--- config.mk ---
export PLATFORM = sky130hd
export DESIGN_NAME = sbuf_ctrl
export DESIGN_NICKNAME = d
export VERILOG_FILES = /design/src/rtl/sbuf_pkg.sv /design/src/rtl/sbuf_tx_slot.sv /design/src/rtl/sbuf_rx_slot.sv /design/src/rtl/sbuf_irq_gen.sv /design/src/rtl/sbuf_ctrl.sv
export SDC_FILE = /design/constraint.sdc
export NUM_CORES = 1
export LEC_CHECK = 0
export ABC_CLOCK_PERIOD_IN_PS = 2400
export BUFFER_PORTS_ARGS = -buffer_cell sky130_fd_sc_hd__buf_2
export CAP_MARGIN = 25
export CORE_MARGIN = 2
export CORE_UTILIZATION = 30
export CTS_CLUSTER_DIAMETER = 80
export DETAILED_ROUTE_END_ITERATION = 7
export HOLD_SLACK_MARGIN = 0.1
export PLACE_DENSITY = 0.7
export SYNTH_ARGS = -nofsm -noshare
export SYNTH_HDL_FRONTEND = slang
export SYNTH_SLANG_ARGS = --single-unit
--- constraint.sdc ---
create_clock -name clk -period 2.4 [get_ports clk]
set_clock_uncertainty 0.05 [all_clocks]
set_input_delay 0.48 -clock clk [delete_from_list [all_inputs] [get_ports clk]]
set_output_delay 0.48 -clock clk [all_outputs]
set_load 0.05 [all_outputs]
--- src/rtl/sbuf_pkg.sv ---
package sbuf_pkg;
   localparam int NUM_FLAGS = 8;
   // flag positions: software decodes status and mask by these bits
   localparam int FLG_SYNC = 0;
   localparam int FLG_RXF  = 1;
   localparam int FLG_TXE  = 2;
   localparam int FLG_CONF = 3;
   localparam int FLG_OVF  = 4;
   localparam int FLG_COLL = 5;
   localparam int FLG_TOFF = 6;
   localparam int FLG_IDLE = 7;
   typedef logic [NUM_FLAGS-1:0] flags_t;
endpackage

--- src/rtl/sbuf_tx_slot.sv ---
module sbuf_tx_slot #(
   parameter int DATA_W = 8
) (
   input  logic              clk,
   input  logic              rst_n,
   input  logic              wr_en,
   input  logic [DATA_W-1:0] wr_byte,
   input  logic              take,
   output logic [DATA_W-1:0] hold_byte,
   output logic              full,
   output logic              coll
);
   always_ff @(posedge clk) begin
      if (!rst_n) begin
         hold_byte <= '0;
         full      <= 1'b0;
      end else if (wr_en && !full) begin
         hold_byte <= wr_byte;
         full      <= 1'b1;
      end else if (take && full) begin
         full      <= 1'b0;
      end
   end

   assign coll = wr_en && full;

   AST_TX_ACCEPT: assert property (@(posedge clk) disable iff (!rst_n)
      (wr_en && !full) |=> (full && hold_byte == $past(wr_byte)));
   AST_COLL_KEEPS_BYTE: assert property (@(posedge clk) disable iff (!rst_n)
      (wr_en && full) |=> (hold_byte == $past(hold_byte)));
   AST_TAKE_FREES: assert property (@(posedge clk) disable iff (!rst_n)
      (take && full) |=> !full);
endmodule

--- src/rtl/sbuf_rx_slot.sv ---
module sbuf_rx_slot #(
   parameter int DATA_W = 8
) (
   input  logic              clk,
   input  logic              rst_n,
   input  logic              strobe,
   input  logic [DATA_W-1:0] byte_in,
   input  logic              rd_en,
   output logic [DATA_W-1:0] hold_byte,
   output logic              full,
   output logic              ovf
);
   always_ff @(posedge clk) begin
      if (!rst_n) begin
         hold_byte <= '0;
         full      <= 1'b0;
      end else if (strobe) begin
         hold_byte <= byte_in;
         full      <= 1'b1;
      end else if (rd_en) begin
         full      <= 1'b0;
      end
   end

   // a refill counts as overflow only if the old byte was not read this cycle
   assign ovf = strobe && full && !rd_en;

   AST_RX_REFILL: assert property (@(posedge clk) disable iff (!rst_n)
      strobe |=> (full && hold_byte == $past(byte_in)));
   AST_READ_DRAINS: assert property (@(posedge clk) disable iff (!rst_n)
      (rd_en && !strobe) |=> !full);
endmodule

--- src/rtl/sbuf_irq_gen.sv ---
module sbuf_irq_gen
   import sbuf_pkg::*;
#(
   parameter bit IRQ_REG = 1'b1
) (
   input  logic   clk,
   input  logic   rst_n,
   input  flags_t flags,
   input  flags_t mask,
   output logic   irq
);
   logic hit;
   assign hit = |(flags & mask);

   if (IRQ_REG) begin : g_reg
      logic irq_q;
      always_ff @(posedge clk) begin
         if (!rst_n) irq_q <= 1'b0;
         else        irq_q <= hit;
      end
      assign irq = irq_q;
   end else begin : g_comb
      assign irq = hit;
   end
endmodule

--- src/rtl/sbuf_ctrl.sv ---
module sbuf_ctrl
   import sbuf_pkg::*;
#(
   parameter int ADDR_W   = 8,
   parameter int BUS_W    = 32,
   parameter int DATA_W   = 8,
   parameter int OFS_STAT = 4,
   parameter int OFS_DATA = 8,
   parameter int OFS_MASK = 12,
   parameter bit IRQ_REG  = 1'b1
) (
   input  logic              clk,
   input  logic              rst_n,
   input  logic [ADDR_W-1:0] reg_addr,
   input  logic [BUS_W-1:0]  reg_wdata,
   input  logic              reg_wr,
   input  logic              reg_rd,
   output logic [BUS_W-1:0]  reg_rdata,
   output logic [DATA_W-1:0] tx_byte,
   output logic              tx_full,
   input  logic              tx_take,
   input  logic [DATA_W-1:0] rx_byte,
   input  logic              rx_strobe,
   input  logic              ev_sync,
   input  logic              ev_conflict,
   input  logic              ev_txoff,
   input  logic              ev_inactive,
   output logic              irq
);
   localparam logic [ADDR_W-1:0] A_STAT = ADDR_W'(OFS_STAT);
   localparam logic [ADDR_W-1:0] A_DATA = ADDR_W'(OFS_DATA);
   localparam logic [ADDR_W-1:0] A_MASK = ADDR_W'(OFS_MASK);

   if (DATA_W < NUM_FLAGS || DATA_W >= BUS_W) begin : g_bad_width
      $error("sbuf_ctrl: need NUM_FLAGS <= DATA_W < BUS_W");
   end
   if (OFS_STAT == OFS_DATA || OFS_STAT == OFS_MASK || OFS_DATA == OFS_MASK) begin : g_bad_map
      $error("sbuf_ctrl: register offsets must differ");
   end
   if (OFS_STAT >= (1 << ADDR_W) || OFS_DATA >= (1 << ADDR_W) || OFS_MASK >= (1 << ADDR_W)) begin : g_bad_ofs
      $error("sbuf_ctrl: offset outside window");
   end

   logic   stat_wr, data_wr, data_rd, mask_wr;
   assign stat_wr = reg_wr && (reg_addr == A_STAT);
   assign data_wr = reg_wr && (reg_addr == A_DATA);
   assign mask_wr = reg_wr && (reg_addr == A_MASK);
   assign data_rd = reg_rd && (reg_addr == A_DATA);

   logic              rx_full, rx_ovf, tx_coll;
   logic [DATA_W-1:0] rx_hold;

   sbuf_tx_slot #(.DATA_W(DATA_W)) u_tx (
      .clk(clk), .rst_n(rst_n), .wr_en(data_wr), .wr_byte(reg_wdata[DATA_W-1:0]),
      .take(tx_take), .hold_byte(tx_byte), .full(tx_full), .coll(tx_coll));

   sbuf_rx_slot #(.DATA_W(DATA_W)) u_rx (
      .clk(clk), .rst_n(rst_n), .strobe(rx_strobe), .byte_in(rx_byte),
      .rd_en(data_rd), .hold_byte(rx_hold), .full(rx_full), .ovf(rx_ovf));

   flags_t set_v, stat_w, mask_q;
   always_comb begin
      set_v           = '0;
      set_v[FLG_SYNC] = ev_sync;
      set_v[FLG_CONF] = ev_conflict;
      set_v[FLG_OVF]  = rx_ovf;
      set_v[FLG_COLL] = tx_coll;
      set_v[FLG_TOFF] = ev_txoff;
      set_v[FLG_IDLE] = ev_inactive;
   end

   for (genvar b = 0; b < NUM_FLAGS; b++) begin : g_flag
      if (b == FLG_RXF) begin : g_rxf
         assign stat_w[b] = rx_full;
      end else if (b == FLG_TXE) begin : g_txe
         assign stat_w[b] = ~tx_full;
      end else begin : g_evt
         logic q;
         // a new event wins over a clear in the same cycle
         always_ff @(posedge clk) begin
            if (!rst_n)                         q <= 1'b0;
            else if (set_v[b])                  q <= 1'b1;
            else if (stat_wr && reg_wdata[b])   q <= 1'b0;
         end
         assign stat_w[b] = q;
      end
   end

   always_ff @(posedge clk) begin
      if (!rst_n)       mask_q <= '0;
      else if (mask_wr) mask_q <= reg_wdata[NUM_FLAGS-1:0];
   end

   always_comb begin
      reg_rdata = '0;
      if (reg_rd) begin
         unique case (reg_addr)
            A_STAT:  reg_rdata = BUS_W'(stat_w);
            A_DATA:  reg_rdata = BUS_W'(rx_hold);
            A_MASK:  reg_rdata = BUS_W'(mask_q);
            default: reg_rdata = '0;
         endcase
      end
   end

   sbuf_irq_gen #(.IRQ_REG(IRQ_REG)) u_irq (
      .clk(clk), .rst_n(rst_n), .flags(stat_w), .mask(mask_q), .irq(irq));

   logic unused_sink;
   assign unused_sink = ^{reg_wdata[BUS_W-1:DATA_W], set_v[FLG_RXF], set_v[FLG_TXE]};

   AST_UPPER_ZERO: assert property (@(posedge clk) disable iff (!rst_n)
      reg_rdata[BUS_W-1:DATA_W] == '0);
   AST_RX_OVERFLOW: assert property (@(posedge clk) disable iff (!rst_n)
      (rx_strobe && rx_full && !data_rd) |=> stat_w[FLG_OVF]);
   AST_EVENT_STICKY: assert property (@(posedge clk) disable iff (!rst_n)
      (stat_w[FLG_SYNC] && !(stat_wr && reg_wdata[FLG_SYNC])) |=> stat_w[FLG_SYNC]);
   if (IRQ_REG) begin : g_irq_chk
      AST_IRQ_RAISE: assert property (@(posedge clk) disable iff (!rst_n)
         (|(stat_w & mask_q)) |=> irq);
      AST_IRQ_DROP: assert property (@(posedge clk) disable iff (!rst_n)
         !(|(stat_w & mask_q)) |=> !irq);
   end
endmodule

==> metrics.md, run 1 <==
| Metric | Value |
|---|---|
| Status | completed |
| P_int | 953 µW |
| Vias in the first global route | 1,333 |
| Total global routing overflow | 0 |
| Critical path data arrival time | 1.65 ns |
| Clock buffer count from CTS | 5 |
| Synthesized area per cell | 8.93 µm² |
| Crit path kind | in -> out |
| Die width | 79.6 µm |
| IO buf count | 51 |
| Wire per inst | 12.1 µm |
| Routed Antenna Nets | 0 |
| Post-DP HPWL | 2950 µm |
| Setup Fix Bufs, Post-CTS | 0 |
| Critical Path Slowest Stage Cell | nor4_4 |
| Hold path cells | 2 |
| Sinks on the clock net | 33 |
| Seq cells post-synth | 33 |
| Yosys warning count | 0 |
| Vias per inst | 4.44 |
| RSZ-0062 raised after global routing | false |
| Row count | 27 |
| Htree depth | 2 |
| Startpoint Class | input port |
| Core area | 5510 µm² |
| Largest stage delay on the critical path | 0.32 ns |
| Finished Cell Area | 2090 µm² |
| Commonest non-fill, non-tap cell in the layout | buf_2 |
| Worst R2R Start | g_flag[4].g_evt.q$_SDFFE_PN0P_ |
| Worst VDD drop | 0.000372 V |
| Max-slew violations | 0 |
| Die Height | 79.6 µm |
| Diode count | 0 |
| Crit path max fanout | 8 |
| Worst EP required | 1.87 ns |
| Iteration-0 DRC Markers | 83 |
| Main flop type after synthesis | dfxtp_1 |
| DRC Markers | 0 |
| WP depth | 6 |
| Crit path time final | 2.18 ns |
| Non-Filler Instances | 318 |
| Clock slew at reported path FFs | 0.06 ns |
| Critical-path cell list | buf_2 -> nor4_4 -> o2111ai_1 -> buf_4 -> nor2_1 -> buf_2 |
| Min-Delay Endpoint | g_flag[7].g_evt.q$_SDFFE_PN0P_ |
| Critical R2R Capture | u_irq.irq$_SDFF_PN0_ |
| DR pass1 iterations | 4 |
| First-pass GRT wire length | 6380 µm |
| Sw frac | 26.8% |
| Clk network pwr share | 41.3% |
| Final GP Congestion | 0.773 |
| Asr flop ratio synth | 0% |
| Top Ports | 100 |
| Starting Density | 31.2% |
| Setup WS post-layout | 0.217 ns |
| Fmax | 0.458 GHz |
| Layout area overhead | 21.7% |
| CTS tree | done |
| Cell Area, Synth | 1720 µm² |
| Crit share post-route | 91.0% |
| Clock tree buffer depth | 2 |
| Sequential-to-total area share from yosys stat | 38.5% |
| Reg2Reg Depth | 3 |
| Power density over cell area | 623 nW/µm² |
| Dpl cell area | 1970 µm² |
| Worst skew pair latency | 0.28 ns |
| Root Buffer | clkbuf_8 |
| Mapped Cells | 192 |
| NumNets Final | 303 |
| Reported net switching power | 348 µW |
| Total GRT Usage | 13.0% |
| Post-CTS resize count | 0 |
| Hold Crit Class | in -> reg |
| Seq pwr share | 44.2% |
| Crit path max-delay family | buffers and inverters |
| Most frequent cells in the layout | buf_2 (51), dfxtp_1 (33), nand2_1 (28) |
| Worst reg2reg setup slack | 1.21 ns |
| Final WL | 3830 µm |
| Place WS | 0.207 ns |
| Logic pwr share | 14.6% |
| Via count | 1,411 |
| Fin. Hold Viols | 0 |
| Placed Cells incl. Taps | 310 |
| Layout cells sized above 1 | 31.7% |
| Setup violators final | 0 |
| Netlist cell types | 30 |
| # hold bufs at CTS | 0 |
| Buf/Inv on CP | 3 |
| Leak | 0.992 nW |
| Critical path endpoint category | output port |
| Most used cell, CP | buf_2 |
| Die Footprint | 6340 µm² |
| Min-delay src | reg_wdata[7] |
| Number of synthesized flops with an enable pin | 0 |
| Pin count of the biggest net entering global routing | 21 |
| Initial antenna violation count | 0 |
| Max-cap violation count | 0 |
## power groups by stage
stage	registers, mW	logic, mW	clock network (mW)
2_1_floorplan	0.584	0.174	0
3_3_place_gp	0.586	0.188	0
3_5_place_dp	0.586	0.190	0
4_1_cts	0.574	0.190	0.551
5_1_grt	0.576	0.207	0.578
6_report	0.574	0.190	0.537
## area by class of cell
class                   instances  area [µm²]
fillers                       559        3420
multi-input cells             140         886
flip-flops and latches         33         661
repair buffers                 58         308
well taps                      72        90.1
clock buffers                   7        86.3
clock inverters                 1        30.0
inverters                       7        26.3
## Yosys cell counts (2+ instances only)
cell / n / area, µm²
a21oi_1: 3 / 15.0
a22oi_1: 9 / 67.6
a41o_2: 2 / 22.5
a41oi_1: 4 / 35.0
buf_4: 25 / 188
clkbuf_1: 8 / 30.0
dfxtp_1: 33 / 661
inv_1: 7 / 26.3
mux2_2: 7 / 78.8
mux2i_1: 24 / 240
nand2_1: 28 / 105
nand2b_1: 2 / 12.5
nand4_1: 2 / 12.5
nor2_1: 16 / 60.1
nor2b_1: 2 / 12.5
o21ai_0: 6 / 30.0
## metal layers
| layer | share of wire [%] | GRT usage (%) |
|---|---|---|
| met3 | 7.7 | 4.07 |
| met5 | 0 | 0 |
| met1 | 49 | 17.1 |
| met4 | 0.89 | 5.17 |
| met2 | 43 | 19.7 |
## stage by stage
step           power [mW]  hold WS (ns)  setup TNS (ns)  utilization [%]
4_1_cts              1.32         0.360               0             37.9
2_1_floorplan       0.759         0.393          -0.509                -
5_1_grt              1.36         0.378               0             37.9
3_3_place_gp        0.773         0.394               0             35.8
6_report             1.30         0.364               0             37.9
3_5_place_dp        0.776         0.399               0             35.8
## flip-flops by register name (all words and copies together), names as in the netlist
signal / flops
mask_q: 8
u_rx.hold_byte: 8
u_tx.hold_byte: 8
g_flag.g_evt.q: 6
u_irq.irq: 1
u_rx.full: 1
u_tx.full: 1
## worst register-to-register path: cells and delay by family, from the launching register on
| kind | cells | cell delay [ns] |
|---|---|---|
| AO/OA/AOI/OAI | 3 | 0.69 |
| flip-flops | 1 | 0.32 |
## cells by family (layout without fill, tap and decap cells)
logic type	count (synthesis)	count (layout)	share of synthesized area (%)
simple gates	56	56	15.3
buf+inv	42	73	15.1
other cells	1	24	0.219
compound gates	29	29	12.3
mux	31	31	18.6
flops	33	33	38.5
## worst max path at each step
| stage | from | endpoint | slack [ns] |
|---|---|---|---|
| finish | reg_addr[7] | reg_rdata[6] | 0.22 |
| global route | reg_addr[7] | reg_rdata[7] | 0.1 |
| CTS | reg_addr[7] | reg_rdata[2] | 0.20 |
| detailed placement | reg_addr[7] | reg_rdata[2] | 0.21 |
| global placement | reg_addr[7] | reg_rdata[3] | 0.20 |
| floorplan | reg_addr[7] | reg_rdata[0] | -0.07 |
Note: power is estimated with default switching activity, not from simulation.
==> run 2, diff against run 1 <==
==> constraint.sdc (replaced) <==
create_clock -name clk -period 2.4 [get_ports clk]
set_clock_uncertainty 0.05 [all_clocks]
set_input_delay 0.48 -clock clk [delete_from_list [all_inputs] [get_ports clk]]
set_output_delay 0.48 -clock clk [all_outputs]
set_load 0.1 [all_outputs]
==> run 2 against run 1 <==
Net effect:
- register-to-register slack better by 0.02 ns
- largest power group unchanged
- final area up 9.1%
- flip-flop and latch count unchanged
- core utilization up 3.5 points
- critical endpoint is now reg_rdata[1]
- via count up 3.3%
- non-clock buffer count up 1
- die area unchanged
- combinational power up 48%
- critical path type unchanged
==> metrics.md, run 2 (synthesized netlist as in run 1, its figures left out) <==
| Metric | Value |
|---|---|
| Layout cells sized above 1 | 35.6% (+3.9 points) |
| Worst skew pair latency | 0.28 ns (about the same) |
| Crit path max fanout | 5 (-3) |
| FILL cells | 555 (-0.72%) |
| Setup violators final | 0 (unchanged) |
| Most frequent cells in the layout | buf_2 (43), dfxtp_1 (33), nand2_1 (28) |
| Fin. Hold Viols | 0 (unchanged) |
| Power density over cell area | 577 nW/µm² (-7.4%) |
| Top Ports | 100 (unchanged) |
| Max-cap violation count | 0 (unchanged) |
| Total power | 1.31 mW (+1.0%) |
| DR pass1 iterations | 4 (unchanged) |
| Pin count of the biggest net entering global routing | 22 (+4.8%) |
| Setup Fix Bufs, Post-CTS | 0 (unchanged) |
| Critical path data arrival time | 1.71 ns (+0.06 ns) |
| Initial antenna violation count | 0 (unchanged) |
| Reg2Reg Depth | 3 (unchanged) |
| Vias per inst | 4.57 (+3.0%) |
| Clock buffer count from CTS | 5 (unchanged) |
| Worst relative slew slack | 62.7% |
| Hold Crit Class | in -> reg |
| Clock slew at reported path FFs | 0.07 ns (about the same) |
| Iteration-0 DRC Markers | 68 (-18%) |
| Die Footprint | 6340 µm² (unchanged) |
| Worst VDD drop | 0.000246 V (-34%) |
| Worst reg2reg setup slack | 1.23 ns (+0.02 ns) |
| Status | completed |
| Critical-path cell list | buf_2 -> nor4_4 -> o2111ai_4 -> buf_4 -> nor2_4 -> buf_12 |
| Place WS | 0.151 ns (-0.0561 ns) |
| Largest stage delay on the critical path | 0.38 ns (+0.06 ns) |
| Setup WS post-layout | 0.156 ns (-0.0605 ns) |
| Post-CTS resize count | 0 (unchanged) |
| Sinks on the clock net | 33 (unchanged) |
| Core area | 5510 µm² (unchanged) |
| Total global routing overflow | 0 (unchanged) |
| Final GP Congestion | 0.811 (+5.0%) |
| Diode count | 0 (unchanged) |
| Max-slew violations | 0 (unchanged) |
| Worst Tran Pin Value | 0.558 ns |
| Root Buffer | clkbuf_8 |
| Fmax | 0.446 GHz (-2.7%) |
| Startpoint Class | input port |
| Starting Density | 31.2% (unchanged) |
| Hold path cells | 2 (unchanged) |
| Leak | 1.01 nW (+2.2%) |
| Row count | 27 (unchanged) |
| RSZ-0062 raised after global routing | false |
| Crit path max-delay family | buffers and inverters |
| Routed Antenna Nets | 0 (unchanged) |
| CTS tree | done |
| Critical path endpoint category | output port |
| WP depth | 6 (unchanged) |
| # hold bufs at CTS | 0 (unchanged) |
| Die width | 79.6 µm (unchanged) |
| Via count | 1,458 (+3.3%) |
| Total GRT Usage | 13.5% (+0.46 points) |
| DRC Markers | 0 (unchanged) |
| Htree depth | 2 (unchanged) |
| Critical Path Slowest Stage Cell | nor4_4 |
| Seq. cell area | 661 µm² (unchanged) |
| Commonest non-fill, non-tap cell in the layout | buf_2 |
| Die Height | 79.6 µm (unchanged) |
| NumNets Final | 304 (+0.33%) |
| Wire per inst | 12.7 µm (+5.5%) |
| Largest regs | mask_q x8, u_rx.hold_byte x8, u_tx.hold_byte x8 |
| Buf/Inv on CP | 3 (unchanged) |
| Crit share post-route | 93.5% (+2.5 points) |
| Crit path kind | in -> out |
| IO buf count | 51 (unchanged) |
| Crit path time final | 2.24 ns (+0.0605 ns) |
| Post-DP HPWL | 3130 µm (+6.1%) |
| Multi-input logic area | 963 µm² (+8.8%) |
| First-pass GRT wire length | 6590 µm (+3.2%) |
| Worst EP required | 1.87 ns (about the same) |
| Vias in the first global route | 1,469 (+10%) |
| Final WL | 4060 µm (+5.8%) |
| Clock tree buffer depth | 2 (unchanged) |
| Layout area overhead | 32.7% |
## run 2: changes by cell type in the layout (fill, tap and decap cells not counted)
cell       previous run  this run
nor2_1               16         9
o2111ai_1             1         0
buf_4                 7         8
o2111ai_4             0         1
nor2_4                0         7
bufinv_16             1         0
clkinv_2              0         1
buf_12                0         8
clkbuf_1              1         0
a21oi_2               1         0
clkbuf_8              6         7
a21oi_4               0         1
buf_2                51        43
## run 2: final timing paths
path,startpoint,endpoint
worst max-delay path,reg_addr[7],reg_rdata[1]
worst max register to register,u_tx.full$_SDFFE_PN0P_,u_irq.irq$_SDFF_PN0_
worst min-delay path,reg_wdata[6],g_flag[6].g_evt.q$_SDFFE_PN0P_
worst min register to register,u_tx.hold_byte[2]$_SDFFE_PN0P_,u_tx.hold_byte[2]$_SDFFE_PN0P_
## run 2: per-stage QoR
stage	hold WS (ns)	area, µm²	std cells	TNS [ns]	utilization, %
after global placement	0.395	2180	311	0	39.5
after floorplan	0.393	1880	215	-0.0617	-
final	0.363	2280	319	0	41.4
after CTS	0.351	2280	319	0	41.4
after detailed placement	0.399	2180	311	0	39.5
after global routing	0.360	2280	319	0	41.4
## run 2: layout make-up
type / instances / area share [%]
multi-input combinational: 140 / 42.3
sequential: 33 / 29.0
timing repair buffer: 59 / 19.1
clock buffer: 7 / 4.23
tap: 72 / 3.96
inverter: 7 / 1.15
clock inverter: 1 / 0.220
## run 2: layer usage
layer | routed length [µm] | track usage, % | share of wire, %
met5 | 0 | 0 | 0
met4 | 65 | 5.86 | 1.6
met3 | 302 | 4.41 | 7.4
met2 | 1980 | 22.0 | 49
met1 | 1710 | 16.1 | 42
## run 2: worst reg2reg max path, delay by kind of cell, from the launching register on
kind,cells,cell delay (ns)
AOI/OAI and AO/OA,2,0.51
buffers and inverters,1,0.10
DFF,1,0.38
## run 2: where the power goes
group / internal (mW) / leakage (nW) / switching (mW)
combinational: 0.0524 / 0.690 / 0.229
clock: 0.259 / 0.0542 / 0.199
sequential: 0.564 / 0.269 / 0.0104
